**src/rtl/mac_pkg.sv**
```systemverilog
package mac_pkg;
  localparam int unsigned OP_W = 3;

  typedef enum logic [1:0] {
    ACC_SET = 2'd0,
    ACC_ADD = 2'd1,
    ACC_SUB = 2'd2
  } acc_mode_e;

  typedef struct packed {
    logic      valid;
    logic      is_signed;
    acc_mode_e mode;
  } op_dec_t;

  function automatic op_dec_t decode_op(input logic [OP_W-1:0] op);
    op_dec_t d;
    d.valid     = (op <= 3'd5);
    d.is_signed = ~op[0];
    unique case (op)
      3'd2, 3'd3: d.mode = ACC_ADD;
      3'd4, 3'd5: d.mode = ACC_SUB;
      default:    d.mode = ACC_SET;
    endcase
    return d;
  endfunction
endpackage

```
**src/rtl/mac_opdec.sv**
```systemverilog
module mac_opdec
  import mac_pkg::*;
(
  input  logic [OP_W-1:0] op_i,
  output op_dec_t         dec_o
);
  always_comb dec_o = decode_op(op_i);
endmodule

```
**src/rtl/mac_iter_mult.sv**
```systemverilog
module mac_iter_mult #(
  parameter int unsigned W = 32
) (
  input  logic           clk_i,
  input  logic           rst_ni,
  input  logic           start_i,
  input  logic           signed_i,
  input  logic [W-1:0]   a_i,
  input  logic [W-1:0]   b_i,
  output logic           busy_o,
  output logic           fin_o,
  output logic [2*W-1:0] prod_o
);
  localparam int unsigned PW    = 2 * W;
  localparam int unsigned CNT_W = $clog2(W);

  logic [PW-1:0]    mcand_q, acc_q, sum_next;
  logic [W-1:0]     mplier_q;
  logic [CNT_W-1:0] cnt_q;
  logic             neg_q;
  logic             a_neg, b_neg;
  logic [W-1:0]     a_mag, b_mag;

  // operate on magnitudes, restore the sign at the end
  always_comb begin
    a_neg = signed_i & a_i[W-1];
    b_neg = signed_i & b_i[W-1];
    a_mag = a_neg ? (~a_i + W'(1)) : a_i;
    b_mag = b_neg ? (~b_i + W'(1)) : b_i;
  end

  assign fin_o    = busy_o && (cnt_q == CNT_W'(W - 1));
  assign sum_next = acc_q + (mplier_q[0] ? mcand_q : '0);
  assign prod_o   = neg_q ? (~sum_next + PW'(1)) : sum_next;

  always_ff @(posedge clk_i or negedge rst_ni) begin
    if (!rst_ni) begin
      busy_o   <= 1'b0;
      cnt_q    <= '0;
      mcand_q  <= '0;
      mplier_q <= '0;
      acc_q    <= '0;
      neg_q    <= 1'b0;
    end else if (busy_o) begin
      acc_q    <= sum_next;
      mcand_q  <= mcand_q << 1;
      mplier_q <= mplier_q >> 1;
      if (fin_o) begin
        busy_o <= 1'b0;
        cnt_q  <= '0;
      end else begin
        cnt_q  <= cnt_q + CNT_W'(1);
      end
    end else if (start_i) begin
      busy_o   <= 1'b1;
      cnt_q    <= '0;
      mcand_q  <= {{W{1'b0}}, a_mag};
      mplier_q <= b_mag;
      acc_q    <= '0;
      neg_q    <= a_neg ^ b_neg;
    end
  end

  p_fin_drops_busy_r8: assert property (@(posedge clk_i) disable iff (!rst_ni)
    fin_o |=> !busy_o);
  p_start_loads_r8: assert property (@(posedge clk_i) disable iff (!rst_ni)
    (start_i && !busy_o) |=> (busy_o && cnt_q == '0));
  p_run_holds_r11: assert property (@(posedge clk_i) disable iff (!rst_ni)
    (busy_o && !fin_o) |=> busy_o);
endmodule

```
**src/rtl/mac_hilo_acc.sv**
```systemverilog
module mac_hilo_acc
  import mac_pkg::*;
#(
  parameter int unsigned W = 32
) (
  input  logic           clk_i,
  input  logic           rst_ni,
  input  logic           load_i,
  input  acc_mode_e      mode_i,
  input  logic [2*W-1:0] prod_i,
  output logic [W-1:0]   hi_o,
  output logic [W-1:0]   lo_o,
  output logic           done_o
);
  localparam int unsigned PW = 2 * W;

  logic [PW-1:0] hilo_q, hilo_d;

  always_comb begin
    unique case (mode_i)
      ACC_ADD: hilo_d = hilo_q + prod_i;
      ACC_SUB: hilo_d = hilo_q - prod_i;
      default: hilo_d = prod_i;
    endcase
  end

  always_ff @(posedge clk_i or negedge rst_ni) begin
    if (!rst_ni) begin
      hilo_q <= '0;
      done_o <= 1'b0;
    end else begin
      done_o <= load_i;
      if (load_i) hilo_q <= hilo_d;
    end
  end

  assign hi_o = hilo_q[PW-1:W];
  assign lo_o = hilo_q[W-1:0];

  p_hold_unless_load_r8: assert property (@(posedge clk_i) disable iff (!rst_ni)
    !load_i |=> $stable(hilo_q));
  p_done_follows_load_r8: assert property (@(posedge clk_i) disable iff (!rst_ni)
    load_i |=> done_o);
endmodule

```
**src/rtl/mac_hilo_unit.sv**
```systemverilog
module mac_hilo_unit
  import mac_pkg::*;
#(
  parameter int unsigned W = 32
) (
  input  logic              clk_i,
  input  logic              rst_ni,
  input  logic              start_i,
  input  logic [OP_W-1:0]   op_i,
  input  logic [W-1:0]      a_i,
  input  logic [W-1:0]      b_i,
  output logic              busy_o,
  output logic              done_o,
  output logic [W-1:0]      hi_o,
  output logic [W-1:0]      lo_o
);
  localparam int unsigned PW = 2 * W;

  op_dec_t       dec;
  acc_mode_e     mode_q;
  logic          accept, fin;
  logic [PW-1:0] prod;

  mac_opdec i_dec (.op_i(op_i), .dec_o(dec));

  assign accept = start_i && !busy_o && dec.valid;

  always_ff @(posedge clk_i or negedge rst_ni) begin
    if (!rst_ni)     mode_q <= ACC_SET;
    else if (accept) mode_q <= dec.mode;
  end

  mac_iter_mult #(.W(W)) i_mult (
    .clk_i    (clk_i),
    .rst_ni   (rst_ni),
    .start_i  (accept),
    .signed_i (dec.is_signed),
    .a_i      (a_i),
    .b_i      (b_i),
    .busy_o   (busy_o),
    .fin_o    (fin),
    .prod_o   (prod)
  );

  mac_hilo_acc #(.W(W)) i_acc (
    .clk_i  (clk_i),
    .rst_ni (rst_ni),
    .load_i (fin),
    .mode_i (mode_q),
    .prod_i (prod),
    .hi_o   (hi_o),
    .lo_o   (lo_o),
    .done_o (done_o)
  );

  p_ignore_bad_op_r10: assert property (@(posedge clk_i) disable iff (!rst_ni)
    (start_i && !busy_o && op_i > 3'd5) |=> (!busy_o && !done_o));
  p_busy_done_excl_r8: assert property (@(posedge clk_i) disable iff (!rst_ni)
    !(busy_o && done_o));
  p_done_single_r8: assert property (@(posedge clk_i) disable iff (!rst_ni)
    done_o |=> !done_o);
endmodule

```
**config.mk**
```make
export PLATFORM = sky130hd
export DESIGN_NAME = mac_hilo_unit
export DESIGN_NICKNAME = d
export VERILOG_FILES = /design/src/rtl/mac_pkg.sv /design/src/rtl/mac_opdec.sv /design/src/rtl/mac_iter_mult.sv /design/src/rtl/mac_hilo_acc.sv /design/src/rtl/mac_hilo_unit.sv
export SDC_FILE = /design/constraint.sdc
export NUM_CORES = 1
export LEC_CHECK = 0
export ABC_AREA = 0
export BUFFER_PORTS_ARGS = -buffer_cell sky130_fd_sc_hd__buf_2
export CORE_MARGIN = 4
export CORE_UTILIZATION = 63
export DETAILED_ROUTE_END_ITERATION = 10
export GPL_TIMING_DRIVEN = 0
export PLACE_DENSITY = 0.79
export SYNTH_ARGS = -nofsm -noshare
export SYNTH_HDL_FRONTEND = slang
export SYNTH_SLANG_ARGS = --single-unit
```
**constraint.sdc**
```tcl
create_clock -name clk_i -period 13.1 [get_ports clk_i]
set_input_delay 1.965 -clock clk_i [delete_from_list [all_inputs] [get_ports clk_i]]
set_output_delay 1.965 -clock clk_i [all_outputs]
set_load 0.05 [all_outputs]
```
==> Yosys cells after proc, flatten, opt, wreduce, memory -nomap -nowiden <==
Index checks and enable logic that the tools add are counted.
{ "totals": {"ff_bits": 234, "out_inout_bits": 66, "elab_cells": 58} }
{ "classes": {"n_addsub": 7, "order_cmp": 1, "n_eq_ne": 7, "mux": 18, "bitwise": 8, "n_reduce_logical": 8} }
{ "op_table": {"columns": ["operator", "n"], "rows": [
  ["$mux W64", 6],
  ["$add A64 B64 Y64", 2],
  ["$mux W32", 4],
  ["$pmux W64 S2", 1],
  ["$add A32 B1 Y32 const B", 2],
  ["$add A64 B1 Y64 const B", 1],
  ["$not A32 Y32", 2],
  ["$not A64 Y64", 1],
  ["$sub A64 B64 Y64", 1],
  ["$mux W5", 3],
  ["$eq A3 B2 Y1 const B", 2],
  ["$eq A3 B3 Y1 const B", 2],
  ["$add A5 B1 Y5 const B", 1],
  ["$eq A5 B5 Y1 const B", 1],
  ["$pmux W2 S2", 1],
  ["$reduce_or A2 Y1", 2],
  ["$le A3 B3 Y1 const B", 1],
  ["$logic_and A1 B1 Y1", 3],
  ["$mux W1", 3],
  ["$and A1 B1 Y1", 2],
  ["$eq A2 B1 Y1 const B", 1],
  ["$eq A2 B2 Y1 const B", 1],
  ["$not A1 Y1", 2],
  ["$reduce_and A2 Y1", 1],
  ["3 further kinds", 3]
]} }

==> Longest topological paths before layout <==
Gate-level depths: netlist (run 1).
{ "depth": {"ltp_word": 7, "mapped_depth": 39} }

==> Cells and area by module <==
A second synthesis (run 1) with hierarchy kept.
{ "unflattened": {"cells_unflattened": 3020, "hier_area_um2": 22913.2} }
{ "modules_own_cells": {"columns": ["mod", "n_inst", "cells_per_inst", "area_each_um2", "seq_area_each_um2"], "rows": [
  ["mac_iter_mult", 1, 1831, 14300.0, 4179.0],
  ["mac_hilo_acc", 1, 1179, 8486.9, 1626.6],
  ["mac_hilo_unit", 1, 6, 103.8, 50.0],
  ["mac_opdec", 1, 4, 22.5, 0.0]
]} }

==> Worst setup path before layout (run 1) <==
No wires, ideal clock.
{ "synth_timing": {"kind": "register -> register", "startpoint": "register i_mult.mplier_q[0]", "endpoint": "register i_acc.hilo_q[63]", "setup_ns": 0.133, "t_arrival_ns": 8.906, "setup_slack_ns": 4.061, "stages_incl_launch_ff": 38, "n_path_buf": 4, "period_less_slack_ns": 9.039, "path_cell_list": "dfrtp_1 -> clkbuf_1 -> clkbuf_1 -> and2_1 -> ha_1 -> fa_1 -> a21o_1 -> a221oi_4 -> o31ai_2 -> or3_4 -> a2bb2oi_4 -> or4b_4 -> or4_1 -> buf_2 -> or4b_4 -> nor4b_2 -> a211oi_1 -> or4_4 -> [2 not listed] -> a21oi_1 -> xnor2_1 -> ha_1 -> clkbuf_1 -> a21o_1 -> a21oi_1 -> o21ai_0 -> a2111oi_0 -> o21ai_0 -> nand2_1 -> o31ai_1 -> a41o_1 -> o21ai_0 -> o21ai_0 -> a311oi_1 -> mux2i_1 -> a2bb2oi_1 -> nand4_1"} }
{ "synth_via": {"elab_chain_cells": 7} }
{ "synth_rtl": {"columns": ["item", "line_no", "source"], "rows": [
  ["start: declaration", "mac_iter_mult.sv:18", "logic [W-1:0] mplier_q;"],
  ["start signal: assignment", "mac_iter_mult.sv:47", "mplier_q <= mplier_q >> 1;"],
  ["start signal: assignment", "mac_iter_mult.sv:58", "mplier_q <= b_mag;"],
  ["$mux W64 *", "mac_iter_mult.sv:33", "assign sum_next = acc_q + (mplier_q[0] ? mcand_q : '0);"],
  ["$add A64 B64 Y64 *", "mac_iter_mult.sv:33", null],
  ["$not A64 Y64", "mac_iter_mult.sv:34", "assign prod_o = neg_q ? (~sum_next + PW'(1)) : sum_next;"],
  ["$add A64 B1 Y64", "mac_iter_mult.sv:34", null],
  ["$mux W64 *", "mac_iter_mult.sv:34", null],
  ["$sub A64 B64 Y64 or $add A64 B64 Y64 (tied branches)", "mac_hilo_acc.sv:22, mac_hilo_acc.sv:21", null],
  ["$pmux W64 S2 *", "mac_hilo_acc.sv:20", "unique case (mode_i)"],
  ["end signal: assignment", "mac_hilo_acc.sv:33", "if (load_i) hilo_q <= hilo_d;"],
  ["end: declaration", "mac_hilo_acc.sv:17", "logic [PW-1:0] hilo_q, hilo_d;"]
]} }
Mark *: on every way between the ends. The rest lies on a longest branch, timed or not.
A chain may end at the register's enable or synchronous reset.

==> Worst setup path in the final report (run 1) <==
Same ends and word-level chain as after synthesis.

==> run summary, run 1 <==
status: complete, no violations
Worst Tran Pin Value: 1.26 ns
drt first pass iters: 8
nets: 3515
GRT overflow: 0
# Max-Cap Violations: 0
CP bufs+invs: 6
total negative slack: 0 ns
R2R cell count: 38
library cells used by synthesis: 94
Die X: 200 um
DR iter-0 viols: 2961
Hold Crit Class: reg2reg
RD Place Congestion: 0.985
dpl cell area: 24600 um^2
compound-gate portion of the synthesized area: 0.275
Synth area leader: dfrtp_1
Final setup viols: 0
Via Count: 25400
CTS root buf: clkbuf_16
fin area: 25500 um^2
minimum clock period: 11.68 ns
Slew Limit Fails: 0
critical path type: reg2reg
Seq cells post-synth: 234
# fillers: 2992
RSZ-0062 raised after global routing: no
crit share post-route: 0.891
Hold EP: i_mult.mplier_q[0]
PortBufs: 135
Clock Latency Late Sink: 0.59 ns
CP startpoint: i_mult.mplier_q[0]
main combinational cell family by area after synthesis: compound AO/OA/AOI/OAI gates
Worst Setup Start Kind: register
R2R Path End: i_acc.hilo_q[63]
routed wire length: 80.2 mm
R2R Setup Slk: 1.42 ns
ys async rst share: 1.00
I/O pins: 136
Non-Filler Instances: 3798
register area share after synthesis: 0.251
crit-path max FO: 10
Synth top cells by count: 445 x nand2_1, 336 x o21ai_0, 323 x a21oi_1
die area: 40100 um^2
first-pass GRT wire length: 127 mm
Arr. time, crit path: 12.13 ns
CORE AREA: 36500 um^2
CTS resizes: 0
Overall Global Routing Usage: 0.379
XOR/XNOR Fraction of Synth Area: 0.0970
syn nets: 3350
fmax: 85.6 MHz
CP endpoint kind: register
Final Hold Viols: 0
diode count: 0
FF-to-FF Start: i_mult.mplier_q[0]
antenna viol nets, final: 0
clk buf depth: 3
count leader, synth: nand2_1
CP required: 13.55 ns
Ys Warns: 0
die height: 200 um
wire per inst: 21.1 um
hold_buf cts: 0
antenna violations before repair: 0
Slowest-stage cell, CP: a311oi_1
Mean Syn Cell Area: 7.41 um^2
CTS tree: done
Post-DP HPWL: 62.1 mm
final core occ: 0.699
synthesized area: 23300 um^2
most area-consuming cells after synthesis: dfrtp_1 25%, o21ai_0 7.2%, nand2_1 7.2%, ha_1 7.1%, a21oi_1 6.9%
Main synth FF type: dfrtp_1
hold depth: 2
delay of the slowest critical-path stage: 0.86 ns
drt drc: 0
Post-CTS Setup Bufs: 0
Mapped Cells: 3145
simple-gate share of the synthesized area: 0.254
post-synthesis mux area share: 0.0126
placed cells: 3749
Via density: 6.68
CTS Sinks: 234
starting density of the core: 0.638
Top delay family on crit path: compound AO/OA/AOI/OAI gates
number of global-route vias before repair: 24300
Hold Crit Start: i_mult.mplier_q[1]
Post-synth EDFFs: 0
CTS clk-pin slew, worst paths: 0.07 ns
Clock Skew: 0.0261 ns
# H-tree levels: 1
clock buffer count from CTS: 27
area delta synth->final: 9.61%
# rows: 70
largest net degree at the start of global routing: 127
adder-cell share of the synthesized area: 0.0732
layout cell share with drive strength beyond 1: 0.0727
most used cell, CP: clkbuf_1
max_slew headroom: 0.152
share of the synthesized area in the top cell type: 0.251
[final cells by class]
type                       count  area [um^2]  share of cell area
buffer                       169          654              0.0256
sequential                   234         5860               0.229
tap                          468          586              0.0229
clock inverter                15          204             0.00799
inverter                      53          199             0.00779
clock buffer                  34          732              0.0287
multi-input combinational   2689        16600               0.650
timing repair buffer         136          713              0.0279
[kinds of logic after synthesis]
family / Yosys count
muxes: 28
AOI/OAI and AO/OA: 1046
buffers and inverters: 222
and+or+nand+nor: 1222
DFF: 234
xor gates and xnor gates: 258
adders and majority gates: 135
[how the worst max path moves through the flow]
| stage | cells after the start | slack (ns) | to |
|---|---|---|---|
| 3_3_place_gp | 38 | 2.04 | i_acc.hilo_q[63] |
| 6_report | 38 | 1.42 | i_acc.hilo_q[63] |
| 3_5_place_dp | 38 | 1.93 | i_acc.hilo_q[63] |
| 5_1_grt | 38 | 0.86 | i_acc.hilo_q[63] |
| 2_1_floorplan | 37 | 4.06 | i_acc.hilo_q[63] |
| 4_1_cts | 38 | 1.85 | i_acc.hilo_q[63] |
[registers in the layout, summed over array words and instances (netlist names)]
| register | flops |
|---|---|
| i_mult.neg_q | 1 |
| mode_q | 2 |
| i_mult.acc_q | 64 |
| i_acc.hilo_q | 64 |
| i_acc.done_o | 1 |
| i_mult.cnt_q | 5 |
| i_mult.mplier_q | 32 |
| i_mult.busy_o | 1 |
| i_mult.mcand_q | 64 |
[metrics by stage]
step	setup WS, ns	hold slack (ns)
2_1_floorplan	4.06	0.448
3_3_place_gp	2.04	0.462
3_5_place_dp	1.93	0.473
4_1_cts	1.85	0.482
5_1_grt	0.856	0.507
6_report	1.42	0.482
[cell usage in the layout (no fill, tap or decap), types with 11 or more instances in the layout]
cell | Yosys | layout
a211oi_1 | 28 | 27
a21o_1 | 71 | 71
a21oi_1 | 323 | 323
a22o_1 | 14 | 14
a31oi_1 | 28 | 28
and2_1 | 87 | 87
and3_1 | 32 | 32
buf_1 | 12 | 12
buf_2 | 10 | 144
clkbuf_1 | 146 | 150
clkbuf_16 | 0 | 27
dfrtp_1 | 234 | 234
ha_1 | 133 | 133
inv_1 | 52 | 52
mux2i_1 | 18 | 18
nand2_1 | 445 | 445
nand2b_1 | 35 | 35
nand3_1 | 57 | 57
nand4_1 | 42 | 42
nor2_1 | 277 | 277
nor2b_1 | 23 | 23
nor3_1 | 61 | 61
nor4_1 | 33 | 33
o211ai_1 | 25 | 25
o21a_1 | 19 | 19
o21ai_0 | 336 | 336
o21bai_1 | 19 | 19
o31ai_1 | 28 | 28
o41ai_1 | 20 | 20
or2_2 | 11 | 11
or3_1 | 48 | 48
or4_1 | 15 | 15
xnor2_1 | 155 | 155
xor2_1 | 103 | 103
[worst register-to-register path: cells and delay by family, from the launching register on]
kind            cells  cell delay (ns)
simple gates       13             3.60
xor+xnor            2             0.91
compound gates     14             4.11
mux                 1             0.27
flops               1             0.35
fa+ha+maj           2             0.41
buf+inv             6             1.91
[routing by layer]
layer  vias up  global-route usage  wire (um)
met2      1424               0.611      35600
met5         -                   0          0
met4         0               0.161       3690
li1      11700                   -          -
met1     11900               0.510      33100
met3       266              0.0627       7820
Power of run 1 is left out: the tool's default activity adds up to more than one toggle a clock period on the data nets, which glitch-free logic cannot reach.
==> run 2, diff against run 1 <==
--- a/config.mk
+++ b/config.mk
@@ -10,8 +10,8 @@
 export CORE_MARGIN = 4
 export CORE_UTILIZATION = 63
 export DETAILED_ROUTE_END_ITERATION = 10
-export GPL_TIMING_DRIVEN = 0
 export PLACE_DENSITY = 0.79
+export SKIP_CTS_REPAIR_TIMING = 1
 export SYNTH_ARGS = -nofsm -noshare
 export SYNTH_HDL_FRONTEND = slang
 export SYNTH_SLANG_ARGS = --single-unit
==> run 2 against run 1 <==
Effect of this change:
- first-iteration DRC count shrank 23%
- critical path type unchanged
- global-route usage is 5.3 points lower
- critical path depth is 4 lower
- die area unchanged
- highest routed layer unchanged
==> run summary, run 2 (synthesis gave the netlist of run 1 again) <==
commonest non-fill, non-tap cell in the layout: nand2_1 (unchanged)
max_slew headroom: 0.182 (was 0.152)
clk buf depth: 3 (unchanged)
DR iter-0 viols: 2271 (was 2961)
Worst Setup Start Kind: register (unchanged)
# Max-Cap Violations: 0 (unchanged)
total negative slack: 0 ns (unchanged)
antenna violations before repair: 1 (was 0)
Clock Latency Late Sink: 0.58 ns (was 0.59 ns)
I/O pins: 136 (unchanged)
status: complete, no violations (unchanged)
drt first pass iters: 7 (was 8)
Arr. time, crit path: 10.92 ns (was 12.13 ns)
CORE AREA: 36500 um^2 (unchanged)
R2R Setup Slk: 2.62 ns (was 1.42 ns)
RSZ-0062 raised after global routing: no (unchanged)
crit-path max FO: 64 (was 10)
largest net degree at the start of global routing: 244 (was 127)
clock buffer count from CTS: 28 (was 27)
# H-tree levels: 1 (unchanged)
Final setup viols: 0 (unchanged)
CTS Sinks: 234 (unchanged)
Overall Global Routing Usage: 0.327 (was 0.379)
antenna viol nets, final: 0 (unchanged)
starting density of the core: 0.638 (unchanged)
RD Place Congestion: 1.02 (was 0.985)
delay of the slowest critical-path stage: 0.83 ns (was 0.86 ns)
nets: 3362 (was 3515)
drt drc: 0 (unchanged)
Worst Tran Pin Value: 1.22 ns (was 1.26 ns)
Post-DP HPWL: 51.4 mm (was 62.1 mm)
die area: 40100 um^2 (unchanged)
layout cell share with drive strength beyond 1: 0.0790 (was 0.0727)
fmax: 95.4 MHz (was 85.6 MHz)
PortBufs: 135 (unchanged)
Die X: 200 um (unchanged)
Via density: 6.47 (was 6.68)
CP endpoint kind: register (unchanged)
CTS clk-pin slew, worst paths: 0.06 ns (was 0.07 ns)
crit share post-route: 0.800 (was 0.891)
number of global-route vias before repair: 21600 (was 24300)
die height: 200 um (unchanged)
CTS tree: done (unchanged)
routed wire length: 68.6 mm (was 80.2 mm)
Via Count: 23600 (was 25400)
wire per inst: 18.8 um (was 21.1 um)
top flop regs: i_acc.hilo_q: 64 flops, i_mult.acc_q: 64 flops, i_mult.mcand_q: 64 flops (unchanged)
CP required: 13.54 ns (was 13.55 ns)
first-pass GRT wire length: 112 mm (was 127 mm)
Hold Crit Class: reg2reg (unchanged)
minimum clock period: 10.48 ns (was 11.68 ns)
GRT overflow: 0 (unchanged)
area delta synth->final: 7.59% (was 9.61%)
CTS root buf: clkbuf_16 (unchanged)
Final Hold Viols: 0 (unchanged)
# rows: 70 (unchanged)
most frequent cells in the layout: 443 x nand2_1, 336 x o21ai_0, 323 x a21oi_1 (was 445 x nand2_1, 336 x o21ai_0, 323 x a21oi_1)
Clock Skew: 0.0232 ns (was 0.0261 ns)
Slew Limit Fails: 0 (unchanged)
critical path type: reg2reg (unchanged)
most used cell, CP: o21ai_0 (was clkbuf_1)
Slowest-stage cell, CP: a311oi_1 (unchanged)
run 2: cell types whose count changed in the layout (fill, tap and decap cells not counted), sizes merged:
cell | previous run | this run
inv | 57 | 53
clkinvlp | 4 | 2
buf | 159 | 151
clkinv | 3 | 7
clkbuf | 180 | 37
diode | 0 | 1
bufinv | 4 | 5
run 2: layer usage:
layer  GRT usage  vias to the layer above  part of all wire
met2       0.505                     1011              0.43
met4      0.0701                        0             0.021
li1            -                    11400                 -
met5           0                        -                 0
met3      0.0468                      107             0.090
met1       0.489                    11100              0.46
run 2: layout make-up:
class	count	area (um^2)
well taps	468	586
clock buffers	37	786
diodes	1	2.50
repair buffers	151	818
fillers	3132	11500
flip-flops and latches	234	5860
inverters	53	199
clock inverters	14	208
multi-input cells	2689	16600
run 2: through the flow:
step	instances	setup slack [ns]	util	hold WS (ns)	cell area [um^2]
2_1_floorplan	3145	4.06	-	0.448	23300
3_3_place_gp	3595	3.29	0.659	0.462	24100
3_5_place_dp	3595	2.92	0.659	0.473	24100
4_1_cts	3646	2.86	0.686	0.485	25100
5_1_grt	3646	1.85	0.686	0.507	25100
6_report	3647	2.62	0.686	0.481	25100
run 2: worst max-delay path: cells and delay by family, from the launching register on:
kind	cells	cell delay [ns]
multiplexers	1	0.28
buffers and inverters	1	0.27
XOR/XNOR	1	0.15
adder cells (fa/ha/maj)	3	1.07
AND/OR/NAND/NOR	10	2.84
AO/OA/AOI/OAI	18	5.34
flip-flops	1	0.37
run 2: path summary, 6_finish.rpt:
check / from / to / depth (start not counted)
worst max-delay path: i_mult.mplier_q[0] / i_acc.hilo_q[63] / 34
worst min-delay path: i_mult.mplier_q[25] / i_mult.mplier_q[24] / 2
worst max register to register: i_mult.mplier_q[0] / i_acc.hilo_q[63] / 34
worst min register to register: i_mult.mplier_q[25] / i_mult.mplier_q[24] / 2
max in group asynchronous: rst_ni / i_mult.busy_o / 3
min in group asynchronous: rst_ni / i_acc.hilo_q[9] / 1
Power of run 2 is left out for the same reason.
